## src/rtl/ascon_enc_pkg.sv

```systemverilog
package ascon_enc_pkg;
    localparam int WORD_W     = 64;
    localparam int N_WORDS    = 5;
    localparam int KEY_W      = 2 * WORD_W;
    localparam int BYTES_W    = WORD_W / 8;
    localparam int CNT_W      = $clog2(BYTES_W);
    localparam int MAX_ROUNDS = 12;
    localparam int RND_W      = $clog2(MAX_ROUNDS);

    typedef logic [WORD_W-1:0]        word_t;
    typedef word_t [N_WORDS-1:0]      state_t;   // index 0 is the rate word
    typedef logic [RND_W-1:0]         rnd_t;

    typedef enum logic [1:0] {PH_IDLE, PH_PERM, PH_AD, PH_PT} phase_e;
    typedef enum logic [2:0] {AF_INIT, AF_AD, AF_AD_LAST, AF_PT, AF_FIN} after_e;

    // constant of round r on the 12-round index scale
    function automatic logic [7:0] round_const(rnd_t r);
        return {4'hF - r, r};
    endfunction

    function automatic word_t ror(word_t v, int unsigned n);
        return (v >> n) | (v << (WORD_W - n));
    endfunction

    // bytes kept from the top of a block holding n bytes
    function automatic word_t keep_mask(logic [CNT_W:0] n);
        word_t ones = '1;
        if (n >= (CNT_W+1)'(BYTES_W)) return ones;
        return ~(ones >> (8 * n));
    endfunction

    // single one-bit directly after the n-th byte
    function automatic word_t pad_bit(logic [CNT_W:0] n);
        if (n >= (CNT_W+1)'(BYTES_W)) return '0;
        return word_t'(8'h80) << (8 * (BYTES_W - 1 - int'(n)));
    endfunction

    function automatic int unsigned rot_a(int i);
        case (i)
            0: return 19;
            1: return 61;
            2: return 1;
            3: return 10;
            default: return 7;
        endcase
    endfunction

    function automatic int unsigned rot_b(int i);
        case (i)
            0: return 28;
            1: return 39;
            2: return 6;
            3: return 17;
            default: return 41;
        endcase
    endfunction
endpackage

```

## src/rtl/ascon_round.sv

```systemverilog
module ascon_round
    import ascon_enc_pkg::*;
(
    input  state_t s_in,
    input  rnd_t   rnd,
    output state_t s_out
);
    state_t a;
    state_t b;

    // constant addition and bitsliced 5-bit substitution
    always_comb begin
        word_t t0, t1, t2, t3, t4;
        a = s_in;
        a[2][7:0] = a[2][7:0] ^ round_const(rnd);
        a[0] = a[0] ^ a[4];
        a[4] = a[4] ^ a[3];
        a[2] = a[2] ^ a[1];
        t0 = ~a[0] & a[1];
        t1 = ~a[1] & a[2];
        t2 = ~a[2] & a[3];
        t3 = ~a[3] & a[4];
        t4 = ~a[4] & a[0];
        b[0] = a[0] ^ t1;
        b[1] = a[1] ^ t2;
        b[2] = a[2] ^ t3;
        b[3] = a[3] ^ t4;
        b[4] = a[4] ^ t0;
        b[1] = b[1] ^ b[0];
        b[0] = b[0] ^ b[4];
        b[3] = b[3] ^ b[2];
        b[2] = ~b[2];
    end

    // per-word linear diffusion
    for (genvar g = 0; g < N_WORDS; g++) begin : g_lin
        assign s_out[g] = b[g] ^ ror(b[g], rot_a(g)) ^ ror(b[g], rot_b(g));
    end
endmodule

```

## src/rtl/ascon_blockpad.sv

```systemverilog
module ascon_blockpad
    import ascon_enc_pkg::*;
(
    input  word_t            rate_in,
    input  word_t            data,
    input  logic [CNT_W-1:0] nbytes,
    input  logic             last,
    output word_t            rate_out,
    output word_t            ct,
    output logic [CNT_W:0]   ct_len
);
    word_t keep;

    always_comb begin
        ct_len   = last ? {1'b0, nbytes} : (CNT_W+1)'(BYTES_W);
        keep     = keep_mask(ct_len);
        rate_out = rate_in ^ ((data & keep) | pad_bit(ct_len));
        ct       = rate_out & keep;
    end
endmodule

```

## src/rtl/ascon128_enc.sv

```systemverilog
module ascon128_enc
    import ascon_enc_pkg::*;
#(
    parameter int          ROUNDS_INIT = 12,
    parameter int          ROUNDS_DATA = 6,
    parameter logic [63:0] IV          = 64'h80400c0600000000
)(
    input  logic                 clk,
    input  logic                 rst,
    input  logic                 start,
    input  logic                 no_ad,
    input  logic [KEY_W-1:0]     key,
    input  logic [KEY_W-1:0]     nonce,
    input  logic                 in_valid,
    output logic                 in_ready,
    input  logic [WORD_W-1:0]    in_data,
    input  logic [CNT_W-1:0]     in_bytes,
    input  logic                 in_last,
    output logic                 busy,
    output logic                 ct_valid,
    output logic [WORD_W-1:0]    ct_data,
    output logic [CNT_W:0]       ct_bytes,
    output logic                 ct_last,
    output logic                 tag_valid,
    output logic [KEY_W-1:0]     tag
);
    localparam rnd_t FIRST_INIT = rnd_t'(MAX_ROUNDS - ROUNDS_INIT);
    localparam rnd_t FIRST_DATA = rnd_t'(MAX_ROUNDS - ROUNDS_DATA);
    localparam rnd_t LAST_RND   = rnd_t'(MAX_ROUNDS - 1);

    phase_e           phase;
    phase_e           goto_ph;
    after_e           after;
    rnd_t             rnd;
    state_t           st;
    state_t           r_out;
    state_t           post;
    logic [KEY_W-1:0] key_q;
    logic             skip_q;
    logic             done_perm;
    word_t            absorbed;
    word_t            ct_word;
    logic [CNT_W:0]   ct_len;
    word_t            k_hi;
    word_t            k_lo;

    assign k_hi = key_q[KEY_W-1 -: WORD_W];
    assign k_lo = key_q[WORD_W-1:0];

    ascon_round u_round (
        .s_in  (st),
        .rnd   (rnd),
        .s_out (r_out)
    );

    ascon_blockpad u_pad (
        .rate_in  (st[0]),
        .data     (in_data),
        .nbytes   (in_bytes),
        .last     (in_last),
        .rate_out (absorbed),
        .ct       (ct_word),
        .ct_len   (ct_len)
    );

    // work done on the last round of each permutation
    always_comb begin
        post      = r_out;
        goto_ph   = PH_PERM;
        done_perm = (rnd == LAST_RND);
        if (done_perm) begin
            case (after)
                AF_INIT: begin
                    post[3] = post[3] ^ k_hi;
                    post[4] = post[4] ^ k_lo;
                    if (skip_q) begin
                        post[4][0] = ~post[4][0];
                        goto_ph    = PH_PT;
                    end else begin
                        goto_ph = PH_AD;
                    end
                end
                AF_AD:      goto_ph = PH_AD;
                AF_AD_LAST: begin
                    post[4][0] = ~post[4][0];
                    goto_ph    = PH_PT;
                end
                AF_PT:      goto_ph = PH_PT;
                default:    goto_ph = PH_IDLE;
            endcase
        end
    end

    always_ff @(posedge clk) begin
        if (rst) begin
            phase     <= PH_IDLE;
            after     <= AF_INIT;
            rnd       <= '0;
            st        <= '0;
            key_q     <= '0;
            skip_q    <= 1'b0;
            ct_valid  <= 1'b0;
            ct_data   <= '0;
            ct_bytes  <= '0;
            ct_last   <= 1'b0;
            tag_valid <= 1'b0;
            tag       <= '0;
        end else begin
            ct_valid  <= 1'b0;
            tag_valid <= 1'b0;
            case (phase)
                PH_IDLE: if (start) begin
                    st[0]  <= IV;
                    st[1]  <= key[KEY_W-1 -: WORD_W];
                    st[2]  <= key[WORD_W-1:0];
                    st[3]  <= nonce[KEY_W-1 -: WORD_W];
                    st[4]  <= nonce[WORD_W-1:0];
                    key_q  <= key;
                    skip_q <= no_ad;
                    rnd    <= FIRST_INIT;
                    after  <= AF_INIT;
                    phase  <= PH_PERM;
                end
                PH_PERM: begin
                    st  <= post;
                    rnd <= rnd + 1'b1;
                    if (done_perm) begin
                        phase <= goto_ph;
                        if (after == AF_FIN) begin
                            tag_valid <= 1'b1;
                            tag       <= {r_out[3] ^ k_hi, r_out[4] ^ k_lo};
                        end
                    end
                end
                PH_AD: if (in_valid) begin
                    st[0] <= absorbed;
                    rnd   <= FIRST_DATA;
                    after <= in_last ? AF_AD_LAST : AF_AD;
                    phase <= PH_PERM;
                end
                PH_PT: if (in_valid) begin
                    st[0]    <= absorbed;
                    ct_valid <= 1'b1;
                    ct_data  <= ct_word;
                    ct_bytes <= ct_len;
                    ct_last  <= in_last;
                    phase    <= PH_PERM;
                    if (in_last) begin
                        st[1] <= st[1] ^ k_hi;
                        st[2] <= st[2] ^ k_lo;
                        rnd   <= FIRST_INIT;
                        after <= AF_FIN;
                    end else begin
                        rnd   <= FIRST_DATA;
                        after <= AF_PT;
                    end
                end
                default: phase <= PH_IDLE;
            endcase
        end
    end

    assign in_ready = (phase == PH_AD) || (phase == PH_PT);
    assign busy     = (phase != PH_IDLE);
endmodule

```

## config.mk

```make
export PLATFORM = sky130hd
export DESIGN_NAME = ascon128_enc
export DESIGN_NICKNAME = d
export VERILOG_FILES = /design/src/rtl/ascon_enc_pkg.sv /design/src/rtl/ascon_round.sv /design/src/rtl/ascon_blockpad.sv /design/src/rtl/ascon128_enc.sv
export SDC_FILE = /design/constraint.sdc
export NUM_CORES = 2
export LEC_CHECK = 0
export BUFFER_PORTS_ARGS = -buffer_cell sky130_fd_sc_hd__buf_2
export CAP_MARGIN = 20
export CELL_PAD_IN_SITES_DETAIL_PLACEMENT = 1
export CELL_PAD_IN_SITES_GLOBAL_PLACEMENT = 1
export CORE_MARGIN = 4
export CORE_UTILIZATION = 49
export DETAILED_ROUTE_END_ITERATION = 8
export PLACE_DENSITY = 0.88
export SETUP_SLACK_MARGIN = 0.5
export SLEW_MARGIN = 20
export SYNTH_ARGS = -nofsm -noshare
export SYNTH_HDL_FRONTEND = slang
export SYNTH_SLANG_ARGS = --single-unit
```

## constraint.sdc

```tcl
create_clock -name clk -period 6.5 [get_ports clk]
set_input_delay 0.325 -clock clk [delete_from_list [all_inputs] [get_ports clk]]
set_output_delay 0.325 -clock clk [all_outputs]
set_load 0.1 [all_outputs]
```

After elaboration in Yosys (flattened, before gate mapping). Index checks and enable logic that the tools add are counted.

$mul: 0. Bitwise operators: 57. Equality and inequality tests: 14. Divide/modulo/power cells: 0. Reduce and logical (&&, ||, !) cells: 19. Shifts and indexed selects: 2. Add/subtract/negate cells: 3. Muxes and demuxes: 37. Magnitude comparators: 1.

Operator list (count): XOR 64 bit (26); AND 64 bit (7); NOT 64 bit (7); 2-to-1 mux 64 bit (6); one-hot mux 128 bit (3 select lines) (1); 2-to-1 mux 320 bit (1); 2-to-1 mux 128 bit (2); one-hot mux 128 bit (2 select lines) (1); one-hot mux 64 bit (4 select lines) (1); 2-to-1 mux 192 bit (1); bitwise OR 23 x 64 -> 64 bit (1); bitwise OR 25 x 64 -> 64 bit (1); bitwise OR 3 x 64 -> 64 bit (1); bitwise OR 36 x 64 -> 64 bit (1); bitwise OR 45 x 64 -> 64 bit (1); bitwise OR 47 x 64 -> 64 bit (1); bitwise OR 54 x 64 -> 64 bit (1); bitwise OR 57 x 64 -> 64 bit (1); bitwise OR 58 x 64 -> 64 bit (1); bitwise OR 63 x 64 -> 64 bit (1); bitwise OR 64 bit (1); left shift 8 x 32 -> 64 bit, first input constant (1); right shift 64 x 7 -> 64 bit, first input constant (1); 2-to-1 mux 63 bit (1); other kinds (32) (66).

Input bits: 329. ROM bits: 0. Register bits: 657. Memory bits (writable): 0. Memories: 0. Bits in latches: 0. Word-level logic and storage cells: 149.

Depth between registers and ports, before layout.
Word-level depth: 13. Mapped depth: 10.

Cells and area by module. Synthesis repeated with hierarchy kept, for this count alone.

Cell total of the unflattened synthesis: 5446. Area, all modules: 47351.7 um2.

By module, submodules not included: ascon128_enc (instances 1, seq. area each 13152.6 um2, cells an instance 3637, area each 29409.5 um2); ascon_round (instances 1, seq. area each 0.0 um2, cells an instance 1514, area each 15994.1 um2); ascon_blockpad (instances 1, seq. area each 0.0 um2, cells an instance 295, area each 1948.1 um2).

Least setup slack after synthesis. No wires, ideal clock.

Path kind: reg2reg. Start: register phase[1]. End: register st[36] in the netlist's numbering. Slack: 4.088 ns. Setup time: 0.070 ns. Cell stages (with the launch flop): 11. Path buffers: 3. Arrival: 2.342 ns. Cell sequence: dfxtp_1 > buf_2 > nor2_1 > inv_1 > o21a_1 > buf_2 > clkbuf_1 > a31oi_1 > a311oi_1 > a21oi_1 > a21oi_1.

Cells in the longest elaborated chain, start to end: 3. Elaborated cells between the ends (all ways): 9. Those cells by class: eq/ne (6); mux (1); reduce/logical (2).

RTL lines: from (decl) (RTL line ascon128_enc.sv:31) `phase_e phase;`; from (signal assigned) (RTL line ascon128_enc.sv:128) `phase <= goto_ph;`; == test 2 bit / zero test 2 bit (equally long branches) (RTL line ascon128_enc.sv:111) `case (phase)`; inequality test 2 bit (no source line); AND reduction 3 bit (no source line); to (signal assigned) (RTL line ascon128_enc.sv:125) `st <= post;`; to (decl) (RTL line ascon128_enc.sv:35) `state_t st;`.

Parallel ways exist; a longest one is shown, timed or not. A chain may end at the register's enable or synchronous reset.

Final worst setup path.
Start: register phase[0]. End: register tag[26].

Cells in the longest elaborated chain, start to end: 2.

RTL lines: == test 2 x 1 -> 1 bit (RTL line ascon128_enc.sv:111); AND reduction 3 bit (no source line); to (signal assigned) (RTL line ascon128_enc.sv:131) `tag <= {r_out[3] ^ k_hi, r_out[4] ^ k_lo};`; to (decl) (RTL line ascon128_enc.sv:25) `output logic [KEY_W-1:0] tag`.

No other way between the ends.

==> out/results.tsv <==
stage	metric	value	unit
sta	rsz0062_at_grt	false	
cts	root_buffer_cell	sky130_fd_sc_hd__clkbuf_16	
placement	dp_hpwl	170000	um
logic_synthesis	synth-main-ff-cell	sky130_fd_sc_hd__dfxtp_1	
die	core_area	0.0919	sq mm
logic_synthesis	synth.distinct_cells	59	
drt	route.vias.total	47700	
logic_synthesis	synth_area_leader_cell	sky130_fd_sc_hd__dfxtp_1	
setup_path	crit_chain	buf_4, inv_4, nor2_4, nand2_1, nor4b_4, buf_4, buf_4, nor2_1, a211oi_1	
cts	clock_insertion_delay_worst_skew	0.69	ns
logic_synthesis	syn-mean-instance-area	8.74	sq um
grt	grt_antenna_before_repair	19	
drt	drt_drc_violations_left	0	
final_layout	num-nets-final	6218	
drt	drtIter0Drc	6876	
grt	wire_length_of_the_first_global_routing_pass	352000	um
cts	maximum_buffer_depth_of_the_clock_tree	3	
sta	setup_total_negative_slack	0	ns
grt	grt_start_max_net_pins	178	
logic_synthesis	synth_top_area_share	0.289	
setup_path	endpoint_kind	flip-flop	
setup_path	most_frequent_cell_on_the_critical_path	sky130_fd_sc_hd__buf_4	
die	dieWidth	313	um
logic_synthesis	ys_seq_elements	657	
die	ioPinCount	530	
final_layout	mostFrequentLayoutCell	sky130_fd_sc_hd__xnor2_1	
setup_path	timing.critical_path.from_type	flip-flop	
placement	buffer_ports.inserted	529	
setup_path	critical_path.max_stage_delay	0.77	ns
sta	skew	0.0401	ns
placement	global_placement_routability_congestion	1.06	
die	floorplan.die_area	0.0980	sq mm
die	floorplan.rows	111	
sta	fmax	233	MHz
drt	route.detailed.wl_per_inst	35.6	um
hold_path	hold_path_class	input pin to flip-flop	
setup_path	critical_path.top_delay_family	buffers and inverters	
logic_synthesis	ys_seq_area_frac	0.289	
die	initial_core_util	0.496	
logic_synthesis	post_synth_edffs	0	
placement	post_placement_cell_area	0.0492	sq mm
cts	cts-buffers-inserted	79	
cts	htreeDepth	3	
grt	global_route.overflow_total	0	
sta	report.final.setup_viol	0	
sta	final.hold.worst_slack	-0.0169	ns
grt	groute.usage.overall	0.493	
logic_synthesis	mapped_nets	5672	
cts	clock_sink_count	657	
grt	grt_pass1_vias	48600	
setup_path	cpMaxStageDelayCell	sky130_fd_sc_hd__buf_4	
cts	post_cts_resized	0	
setup_path	worst-endpoint-required	7.02	ns
setup_path	path_max_fanout	83	
final_layout	share_of_layout_cells_above_drive_strength_1	0.141	
sta	report.final.slew_viol_count	0	
die	chipHeight	313	um
cts	cts_tree	yes	
setup_path	critical_path_buffers_and_inverters	4	
final_layout	fillCellCount	10700	
outcome	violations_in_the_final_reports	hold timing	
logic_synthesis	post_synth_instance_area	0.0456	sq mm
job	cap_violations	0	
final_layout	seqCellArea	0.0132	sq mm
final_layout	footprint_of_the_multi_input_gates	0.0308	sq mm
drt	drt_wl_total	251000	um
drt	antenna_left	0	
sta	share_of_the_clock_period_used_by_the_worst_path	0.659	
cts	post-cts-setup-buffers	0	
sta	slew_headroom	0.119	
outcome	outcome	complete, but fails checks	
setup_path	cp.arrival	4.81	ns
drt	dr.pass1.iters	9	
placement	numPlacedInstances	6715	
drt	route.detailed.vias_per_inst	6.75	
sta	final_period_minus_worst_setup_slack	4.28	ns
setup_path	critical_path_class	flip-flop to flip-flop	
logic_synthesis	synth_cells	5214	
final_layout	final_cell_count_no_fill	7067	
logic_synthesis	yosysWarningCount	0	
final_layout	fin_area	0.0541	sq mm
final_layout	commonest_non_fill_non_tap_cells_in_the_layout	sky130_fd_sc_hd__xnor2_1 (827), sky130_fd_sc_hd__nand2_1 (756), sky130_fd_sc_hd__dfxtp_1 (656)	
logic_synthesis	async_reset_ff_frac	0	
cts	path_clk_slew	0.07	ns
sta	worst_slew_pin_slew	1.31	ns
logic_synthesis	post_synth_main_area_contributors	sky130_fd_sc_hd__dfxtp_1 (29%), sky130_fd_sc_hd__xnor2_1 (16%), sky130_fd_sc_hd__xor2_1 (8.4%)	
final_layout	area_growth_syn_to_layout	18.6	%
sta	timing.final.hold_violations	1	
-- kinds of logic after synthesis --
logic type                 Yosys count  share of synthesized area
AOI/OAI and AO/OA                 1246                      0.175
xor gates and xnor gates          1486                      0.343
adders and majority gates          129                     0.0354
buffers and inverters              492                     0.0429
DFF                                657                      0.289
muxes                               85                     0.0187
and+or+nand+nor                   1119                     0.0965
-- tightest hold or removal path: stages --
cell and delay (ns):
sky130_fd_sc_hd__buf_2 0.08, sky130_fd_sc_hd__a22oi_1 0.06, sky130_fd_sc_hd__o22ai_1 0.16
-- synth_stat cells (3+ instances only) --
cell                        number
sky130_fd_sc_hd__a2111oi_0       4
sky130_fd_sc_hd__a211oi_1       95
sky130_fd_sc_hd__a21o_1          8
sky130_fd_sc_hd__a21oi_1       380
sky130_fd_sc_hd__a221oi_1      171
sky130_fd_sc_hd__a222oi_1       12
sky130_fd_sc_hd__a22oi_1        96
sky130_fd_sc_hd__a311oi_1       28
sky130_fd_sc_hd__a31oi_1        37
sky130_fd_sc_hd__a32o_1          5
sky130_fd_sc_hd__and2_1         13
sky130_fd_sc_hd__and3_1          3
sky130_fd_sc_hd__buf_1          27
sky130_fd_sc_hd__buf_2          70
sky130_fd_sc_hd__buf_4           3
sky130_fd_sc_hd__clkbuf_1      254
sky130_fd_sc_hd__dfxtp_1       657
sky130_fd_sc_hd__ha_1          129
sky130_fd_sc_hd__inv_1         135
sky130_fd_sc_hd__mux2i_1        83
sky130_fd_sc_hd__nand2_1       762
sky130_fd_sc_hd__nand2b_1        6
sky130_fd_sc_hd__nand3_1        23
sky130_fd_sc_hd__nand4b_1        4
sky130_fd_sc_hd__nor2_1        260
sky130_fd_sc_hd__nor3_1         35
sky130_fd_sc_hd__o211a_1         7
sky130_fd_sc_hd__o21ai_0       194
sky130_fd_sc_hd__o22ai_1       196
sky130_fd_sc_hd__xnor2_1       851
sky130_fd_sc_hd__xnor2_2        19
sky130_fd_sc_hd__xnor3_1       161
sky130_fd_sc_hd__xor2_1        435
sky130_fd_sc_hd__xor2_2          5
sky130_fd_sc_hd__xor3_1         15
-- state kept, by name, summed over array words and instances (netlist names) --
name	count
st	320
key_q	128
tag	128
ct_data	64
ct_bytes	4
rnd	4
after	3
phase	2
ct_last	1
ct_valid	1
skip_q	1
tag_valid	1
-- per-stage QoR --
stage	setup WS [ns]	util
after CTS	2.73	0.586
final	2.22	0.588
after floorplan	4.09	-
after global routing	2.19	0.588
after detailed placement	2.83	0.535
after global placement	3.01	0.534
-- layer usage --
metal | global-route usage | vias to the layer above | wire length [um]
met5 | 0 | - | 99
met4 | 0.405 | 14 | 26300
met3 | 0.184 | 1355 | 35100
met2 | 0.728 | 4051 | 104000
met1 | 0.568 | 23200 | 85500
li1 | - | 19000 | -
-- final timing paths --
path	from	to	slack [ns]	depth (start not counted)
worst max register to register	phase[0]	tag[26]	2.22	9
worst max-delay path	phase[0]	tag[26]	2.22	9
worst min-delay path	nonce[117]	st[245]	-0.02	3
worst min register to register	ct_data[32]	ct_data[32]	0.45	2
-- final cells by class --
| cell class | instances | share of cell area |
|---|---|---|
| sequential | 657 | 0.243 |
| clock inverter | 30 | 0.00699 |
| tap | 1243 | 0.0288 |
| clock buffer | 108 | 0.0423 |
| inverter | 136 | 0.00953 |
| timing repair buffer | 821 | 0.100 |
| multi-input combinational | 4065 | 0.569 |
| antenna | 7 | 0.000324 |
-- what timing repair did --
action,in CTS,in global routing
endpoints found under the setup margin,0,0
endpoints found under the hold margin,206,0
hold buffers,206,0
Power is left out: the tool's default activity adds up to more than one toggle a clock period on the data nets, which glitch-free logic cannot reach.
